**src/rtl/asm_cnt_pkg.sv**
```systemverilog
package asm_cnt_pkg;
  localparam int unsigned STATE_W = 2;

  typedef enum logic [STATE_W-1:0] {
    ST_IDLE = 2'b00,
    ST_RUN  = 2'b01,
    ST_BAD  = 2'b10,
    ST_DONE = 2'b11
  } asm_state_e;
endpackage

```
**src/rtl/asm_decoder.sv**
```systemverilog
module asm_decoder #(
  parameter int unsigned IN_W = 2,
  localparam int unsigned OUT_N = 1 << IN_W
) (
  input  logic [IN_W-1:0]  code,
  output logic [OUT_N-1:0] line
);
  for (genvar i = 0; i < OUT_N; i++) begin : g_line
    assign line[i] = (code == IN_W'(i));
  end
endmodule

```
**src/rtl/asm_ctrl.sv**
```systemverilog
module asm_ctrl
  import asm_cnt_pkg::*;
(
  input  logic               clk,
  input  logic               rst,
  input  logic               start,
  input  logic               bit_track,
  input  logic               bit_exit,
  output logic               t_idle,
  output logic               t_run,
  output logic               t_done,
  output logic [STATE_W-1:0] state_code
);
  localparam int unsigned LINES = 1 << STATE_W;

  logic [STATE_W-1:0] g_q;
  logic [LINES-1:0]   dec_line;
  logic               d_g1, d_g0;

  asm_decoder #(.IN_W(STATE_W)) u_dec (
    .code (g_q),
    .line (dec_line)
  );

  assign t_idle = dec_line[ST_IDLE];
  assign t_run  = dec_line[ST_RUN];
  assign t_done = dec_line[ST_DONE];

  // hand-derived flop inputs for the 00/01/11 assignment
  assign d_g1 = t_run & bit_track & bit_exit;
  assign d_g0 = (t_idle & start) | t_run;

  always_ff @(posedge clk) begin
    if (rst) g_q <= ST_IDLE;
    else     g_q <= {d_g1, d_g0};
  end

  assign state_code = g_q;

  // one decoded line at most, and the unused code never reached
  p_onehot_lines_r8: assert property (@(posedge clk) disable iff (rst)
    $onehot0({t_idle, t_run, t_done}));
  p_no_bad_code_r8: assert property (@(posedge clk) disable iff (rst)
    !dec_line[ST_BAD]);
  // run exits only on both bits high
  p_run_exit_r6: assert property (@(posedge clk) disable iff (rst)
    (t_run && bit_track && bit_exit) |=> (state_code == ST_DONE));
  p_run_stay_r6: assert property (@(posedge clk) disable iff (rst)
    (t_run && !(bit_track && bit_exit)) |=> (state_code == ST_RUN));
  // finish lasts one cycle
  p_done_ret_r7: assert property (@(posedge clk) disable iff (rst)
    t_done |=> (state_code == ST_IDLE));
  // idle holds without start
  p_idle_hold_r2: assert property (@(posedge clk) disable iff (rst)
    (t_idle && !start) |=> (state_code == ST_IDLE));
endmodule

```
**src/rtl/asm_datapath.sv**
```systemverilog
module asm_datapath #(
  parameter int unsigned CNT_W  = 4,
  parameter int unsigned TRK_IX = 1,
  parameter int unsigned EXT_IX = 2
) (
  input  logic             clk,
  input  logic             rst,
  input  logic             start,
  input  logic             t_idle,
  input  logic             t_run,
  input  logic             t_done,
  output logic [CNT_W-1:0] cnt,
  output logic             e_flag,
  output logic             f_flag,
  output logic             bit_track,
  output logic             bit_exit
);
  logic clr_op;

  assign clr_op    = t_idle & start;
  assign bit_track = cnt[TRK_IX];
  assign bit_exit  = cnt[EXT_IX];

  always_ff @(posedge clk) begin
    if (rst) begin
      cnt    <= '0;
      e_flag <= 1'b0;
      f_flag <= 1'b0;
    end else begin
      if (clr_op) begin
        cnt    <= '0;
        f_flag <= 1'b0;
      end
      if (t_run) begin
        cnt    <= cnt + CNT_W'(1);
        e_flag <= cnt[TRK_IX];
      end
      if (t_done) f_flag <= 1'b1;
    end
  end

  // reset clears the datapath
  p_reset_clear_r1: assert property (@(posedge clk)
    rst |=> (cnt == '0 && !e_flag && !f_flag));
  // increment in run, done flag untouched
  p_run_inc_r4: assert property (@(posedge clk) disable iff (rst)
    t_run |=> (cnt == $past(cnt) + CNT_W'(1)) && $stable(f_flag));
  // tracking flag takes the pre-edge bit
  p_track_r5: assert property (@(posedge clk) disable iff (rst)
    t_run |=> (e_flag == $past(cnt[TRK_IX])));
  // start clears counter and done flag
  p_start_clr_r3: assert property (@(posedge clk) disable iff (rst)
    (t_idle && start) |=> (cnt == '0 && !f_flag && $stable(e_flag)));
  // finish sets done, holds counter and tracking flag
  p_done_set_r7: assert property (@(posedge clk) disable iff (rst)
    t_done |=> (f_flag && $stable(cnt) && $stable(e_flag)));
  // idle without start holds everything
  p_idle_keep_r2: assert property (@(posedge clk) disable iff (rst)
    (t_idle && !start) |=> ($stable(cnt) && $stable(e_flag) && $stable(f_flag)));
endmodule

```
**src/rtl/asm_flag_counter.sv**
```systemverilog
module asm_flag_counter
  import asm_cnt_pkg::*;
(
  input  logic       clk,
  input  logic       rst,
  input  logic       start,
  output logic [3:0] cnt,
  output logic       e_flag,
  output logic       f_flag,
  output logic [1:0] state_code
);
  logic t_idle, t_run, t_done;
  logic bit_track, bit_exit;

  asm_ctrl u_ctrl (
    .clk        (clk),
    .rst        (rst),
    .start      (start),
    .bit_track  (bit_track),
    .bit_exit   (bit_exit),
    .t_idle     (t_idle),
    .t_run      (t_run),
    .t_done     (t_done),
    .state_code (state_code)
  );

  asm_datapath #(.CNT_W(4), .TRK_IX(1), .EXT_IX(2)) u_dp (
    .clk       (clk),
    .rst       (rst),
    .start     (start),
    .t_idle    (t_idle),
    .t_run     (t_run),
    .t_done    (t_done),
    .cnt       (cnt),
    .e_flag    (e_flag),
    .f_flag    (f_flag),
    .bit_track (bit_track),
    .bit_exit  (bit_exit)
  );

  // visible code stays within the three used values
  p_code_legal_r8: assert property (@(posedge clk) disable iff (rst)
    state_code != 2'b10);
endmodule

```
**config.mk**
```make
export PLATFORM = sky130hd
export DESIGN_NAME = asm_flag_counter
export DESIGN_NICKNAME = d
export VERILOG_FILES = /design/src/rtl/asm_cnt_pkg.sv /design/src/rtl/asm_decoder.sv /design/src/rtl/asm_ctrl.sv /design/src/rtl/asm_datapath.sv /design/src/rtl/asm_flag_counter.sv
export SDC_FILE = /design/constraint.sdc
export NUM_CORES = 1
export LEC_CHECK = 0
export BUFFER_PORTS_ARGS = -buffer_cell sky130_fd_sc_hd__buf_2
export CAP_MARGIN = 5
export CORE_AREA = 2 2 39 41
export DETAILED_ROUTE_END_ITERATION = 6
export DIE_AREA = 0 0 41 43
export PLACE_DENSITY_LB_ADDON = 0.1
export SLEW_MARGIN = 20
export SYNTH_ARGS = -nofsm -noshare
export SYNTH_HDL_FRONTEND = slang
export SYNTH_SLANG_ARGS = --single-unit
```
**constraint.sdc**
```tcl
create_clock -name clk -period 2.6 [get_ports clk]
set_input_delay 0.65 -clock clk [delete_from_list [all_inputs] [get_ports clk]]
set_output_delay 0.65 -clock clk [all_outputs]
set_load 0.02 [all_outputs]
```
# Yosys cells after proc, flatten, opt, wreduce, memory -nomap -nowiden
# Index checks and enable logic that the tools add are counted.
[classes] reduce_logical=3 muxes=4 bitwise_logic=4 n_addsub=1 n_eq_ne=2
[op_table] operator="4-bit two-way mux" count=2
[op_table] operator="4-bit by 1-bit adder with 4-bit output, second input constant" count=1
[op_table] operator="2-bit nonzero test" count=2
[op_table] operator="1-bit AND" count=3
[op_table] operator="2-bit by 1-bit == test with 1-bit output, second input constant" count=1
[op_table] operator="2-bit == test, second input constant" count=1
[op_table] operator="2-bit logical NOT" count=1
[op_table] operator="1-bit two-way mux" count=2
[op_table] operator="1-bit bitwise OR" count=1
[word_totals] output_inout_bits=8 reg_bits=8 word_cells=18 inputBits=3

# Logic depth before layout (Yosys ltp)
[depth] word_depth=4 depth_mapped=4

# Cells and area by module
# A second synthesis with hierarchy kept.
[unflattened] cells_unflattened=39 area_unflattened_um2=362.8
[modules_own_cells] mod="asm_datapath" n_inst=1 seq_area_each_um2=120.1 area_each_um2=277.8 cells_each=30
[modules_own_cells] mod="asm_ctrl" n_inst=1 seq_area_each_um2=40.0 area_each_um2=58.8 cells_each=5
[modules_own_cells] mod="asm_decoder" n_inst=1 seq_area_each_um2=0.0 area_each_um2=26.3 cells_each=4

# Least setup slack after synthesis
# Ideal clock, no wire load.
[synth_timing] path_kind="reg2reg" from="register u_ctrl.g_q[0], in the netlist u_ctrl.state_code[0]" to="register u_dp.cnt[3]" slack_ns=1.371 arrival_ns=1.155 n_path_buf=0 setup_time_ns=0.074 stages_incl_launch_ff=4 period_less_slack_ns=1.229 cell_sequence="dfxtp_1 > nand2b_2 > or3_1 > a31oi_1"
[synth_via] elab_chain_len=3 elab_cells_between_ends=5
[synth_lines] item="start: declaration" line_no="asm_ctrl.sv:16" text="logic [STATE_W-1:0] g_q;"
[synth_lines] item="start signal: assignment" line_no="asm_ctrl.sv:35" text="else g_q <= {d_g1, d_g0};"
[synth_lines] item="2-bit logical NOT" line_no="asm_decoder.sv:9" text="assign line[i] = (code == IN_W'(i));"
[synth_lines] item="1-bit AND" line_no="asm_datapath.sv:20" text="assign clr_op = t_idle & start;"
[synth_lines] item="2-bit nonzero test (no source line)"
[synth_lines] item="end signal: assignment" line_no="asm_datapath.sv:35" text="cnt <= cnt + CNT_W'(1);"
[synth_lines] item="end: declaration" line_no="asm_datapath.sv:12" text="output logic [CNT_W-1:0] cnt,"
# Several ways; a longest one is shown, not always the timed one.
# A chain may end at the register's enable or synchronous reset.

# Final worst setup path
[layout_timing] from="register u_ctrl.g_q[0], in the netlist u_ctrl.state_code[0]" to="output port state_code[0]"
[layout_rtl] item="end: declaration" line_no="asm_flag_counter.sv:10" text="output logic [1:0] state_code"
# No word-level cell between the ends.

==> flow_results.org <==
** Drt
- Across all layers, the routed design uses 299 vias.
- For this block, the initial DRC count from the detailed router was 10.
- The pre-antenna-repair detailed-routing pass consisted of 4 iterations.
- After detailed routing, the number of remaining DRC violations is 0.
- Total detailed-routing wirelength :: 668 µm
- Dividing the detail-routed via count by the number of cells gives 4.67.
- In the final routed layout, each cell accounts on average for 10.4 µm.
- Antenna-violating nets left :: 0

** Logic synthesis
- In this run the mean area of a mapped cell was 8.79 µm².
- Yosys printed 0 warnings.
- After synthesis the netlist holds a flip-flop and latch count of 8.
- Fraction of the yosys area taken by sequential cells :: 0.479
- Cell area after synthesis :: 334 µm²
- Syn nets :: 42
- Synthesis instantiated 18 different standard cells from the library.
- Mapped Cells :: 38

** Worst hold path
- Type of the worst min-delay path :: reg2reg

** Timing
- Setup TNS after final layout :: 0 ns
- Pins Over Slew Limit :: 0
- For this run, the top clock speed supported by timing is 0.627 GHz.
- Setup clock skew after layout :: 0.00159 ns
- Transition time at the pin with the least slew margin :: 0.368 ns
- Of the available clock period, the critical path in the final layout requires 0.613.
- Setup repair after global routing left no endpoint under its margin.
- Final critical-path required period :: 1.59 ns
- The worst pin sits at a relative slew slack of 0.754.
- Setup violations remaining at the end of the flow were counted as 0.
- In the post-route analysis, the smallest setup slack over all paths is 1.01 ns.
- Final Hold Vio Count :: 0

** Worst setup path
- Worst Path Required :: 1.95 ns
- Kind of critical path :: reg2out
- Largest delay contributor family on the critical path :: flip-flops
- STA classifies the critical path endpoint as an output pin.
- Cell chain of the critical path :: buf_2
- The slowest stage of the critical path is the sky130_fd_sc_hd__dfxtp_1 cell.
- Together, buffers and inverters on the worst path number 1.
- Delay of the slowest cell on the worst path :: 0.47 ns
- The worst setup path is launched from a flop.
- For the worst setup path, the data arrival time is 0.94 ns.
- In this run the worst path has a maximum fanout of 8.

** Floorplanning
- Initial Util :: 0.241
- I/O pin cnt :: 11
- The die covers 1760 µm².
- Core area :: 1380 µm²
- Number of placement rows :: 14
- The floorplan step set the die height to 43 µm.
- In this run the horizontal extent of the chip is 41 µm.

** Clocking
- Setup bufs post-CTS :: 0
- Hold repair after CTS inserted 0 buffers.
- Counting along the longest clock path gives a buffer depth of 2.
- The number of gates resized after CTS was 0.
- CTS built an H-tree with a depth of 1.
- Buffers inserted during clock tree synthesis total 3.
- Worst-Skew Late Latency :: 0.25 ns
- Sink Count :: 8
- Clock slew at the register clock pins of the worst setup and hold paths :: 0.06 ns
- The tree is rooted in a sky130_fd_sc_hd__clkbuf_4.
- TritonCTS clock tree :: yes

** Power and ir drop
- Leakage component of the power :: 0.176 nW
- Pwr per Cell Area :: 608 nW/µm²
- Worst vdd rail ir drop :: 0.196 mV

** Place
- Summing all placed instances gives a cell area of 385 µm².
- Number of placed instances, taps included :: 61
- Before CTS, the worst setup slack after placement is 1.13 ns.
- Buffers placed on the I/O ports in this run total 10.
- The congestion estimate from routability-driven global placement came to 0.761.

** Final layout
- Leaving out fill and tap cells, the most frequent cells in the layout are sky130_fd_sc_hd__buf_2 (10), sky130_fd_sc_hd__dfxtp_1 (8), sky130_fd_sc_hd__nor2_1 (6).
- Excluding fillers, the count of instances in the completed layout stands at 64.
- Of the cells placed in the final design, the portion with a size suffix greater than 1 is 0.292.
- Leaving out fill and tap cells, the most frequent cell in the layout is sky130_fd_sc_hd__buf_2.
- The repair_antennas step left the layout with diodes totalling 0.
- Summing all non-filler instances in the final layout gives an area of 408 µm².
- The net count of the finished layout is 54.
- Synth-to-Final Area Change :: 22.1%

** Global route
- Remaining global-route overflow :: 0
- Vias in the first global route :: 215
- The first global-routing pass estimated 938 µm of wire.
- Antenna violations before repair :: 0
- Pin count of the biggest net entering global routing :: 9
- For this run, the total global-route usage over all layers was measured as 0.0865.

** Outcome
- Result of the run :: completed

** Flow run
- Number of max-capacitance violations reported :: 0
-- per-layer routing --
| layer | track usage | vias up | share of wire |
|---|---|---|---|
| met1 | 0.129 | 133 | 0.49 |
| met4 | 0.100 | 0 | 0 |
| met5 | 0 | - | 0 |
| li1 | - | 151 | - |
| met2 | 0.0781 | 15 | 0.41 |
| met3 | 0.0314 | 0 | 0.11 |
-- cells by family after synthesis --
kind of cell               synth area share
AOI/OAI and AO/OA                     0.146
adders and majority gates            0.0374
buffers and inverters                0.0786
DFF                                   0.479
muxes                                0.0300
and+or+nand+nor                       0.228
-- area by class of cell --
cell class	count	area [µm²]
clock buffer	3	22.5
fill	149	976
inverter	2	7.51
multi-input combinational	25	148
sequential	8	160
tap	16	20.0
timing repair buffer	10	50.0
-- Yosys cell counts --
| library cell | instances | area, µm² |
|---|---|---|
| sky130_fd_sc_hd__a211oi_1 | 2 | 15.0 |
| sky130_fd_sc_hd__a21oi_1 | 1 | 5.00 |
| sky130_fd_sc_hd__a2bb2oi_1 | 1 | 8.76 |
| sky130_fd_sc_hd__a31oi_1 | 2 | 12.5 |
| sky130_fd_sc_hd__buf_4 | 2 | 15.0 |
| sky130_fd_sc_hd__clkbuf_1 | 1 | 3.75 |
| sky130_fd_sc_hd__dfxtp_1 | 8 | 160 |
| sky130_fd_sc_hd__ha_1 | 1 | 12.5 |
| sky130_fd_sc_hd__inv_1 | 2 | 7.51 |
| sky130_fd_sc_hd__mux2i_1 | 1 | 10.0 |
| sky130_fd_sc_hd__nand2_1 | 3 | 11.3 |
| sky130_fd_sc_hd__nand2b_2 | 1 | 8.76 |
| sky130_fd_sc_hd__nand3_1 | 3 | 15.0 |
| sky130_fd_sc_hd__nand3b_1 | 1 | 7.51 |
| sky130_fd_sc_hd__nor2_1 | 6 | 22.5 |
| sky130_fd_sc_hd__nor3_1 | 1 | 5.00 |
| sky130_fd_sc_hd__o21bai_1 | 1 | 7.51 |
| sky130_fd_sc_hd__or3_1 | 1 | 6.26 |
-- final timing paths --
kind | start | endpoint | slack (ns) | cells past startpoint
setup / recovery | u_ctrl.state_code[0]$_SDFF_PP0_ | state_code[0] | 1.01 | 1
hold / removal | u_dp.e_flag$_SDFFE_PP0P_ | u_dp.e_flag$_SDFFE_PP0P_ | 0.50 | 2
setup reg to reg | u_ctrl.state_code[0]$_SDFF_PP0_ | u_dp.cnt[3]$_SDFFE_PP0P_ | 1.39 | 3
hold reg to reg | u_dp.e_flag$_SDFFE_PP0P_ | u_dp.e_flag$_SDFFE_PP0P_ | 0.50 | 2
-- sequential cells by signal (all words and copies together) (netlist names) --
name               flops
u_dp.cnt               4
u_ctrl.state_code      2
u_dp.f_flag            1
u_dp.e_flag            1
-- through the flow --
| stage | total power, mW | util | hold slack, ns |
|---|---|---|---|
| 2_1_floorplan | 0.150 | - | 0.466 |
| 3_3_place_gp | 0.156 | 0.278 | 0.483 |
| 3_5_place_dp | 0.156 | 0.278 | 0.486 |
| 4_1_cts | 0.253 | 0.295 | 0.497 |
| 5_1_grt | 0.263 | 0.295 | 0.516 |
| 6_report | 0.248 | 0.295 | 0.501 |
-- report_power, final --
part,leakage (nW),switching (mW),internal [mW]
sequential,0.0651,0.00499,0.126
clock,0.0138,0.0416,0.0528
combinational,0.0975,0.0137,0.00878
total,0.176,0.0604,0.188
Power figures use the tool's default switching activity.
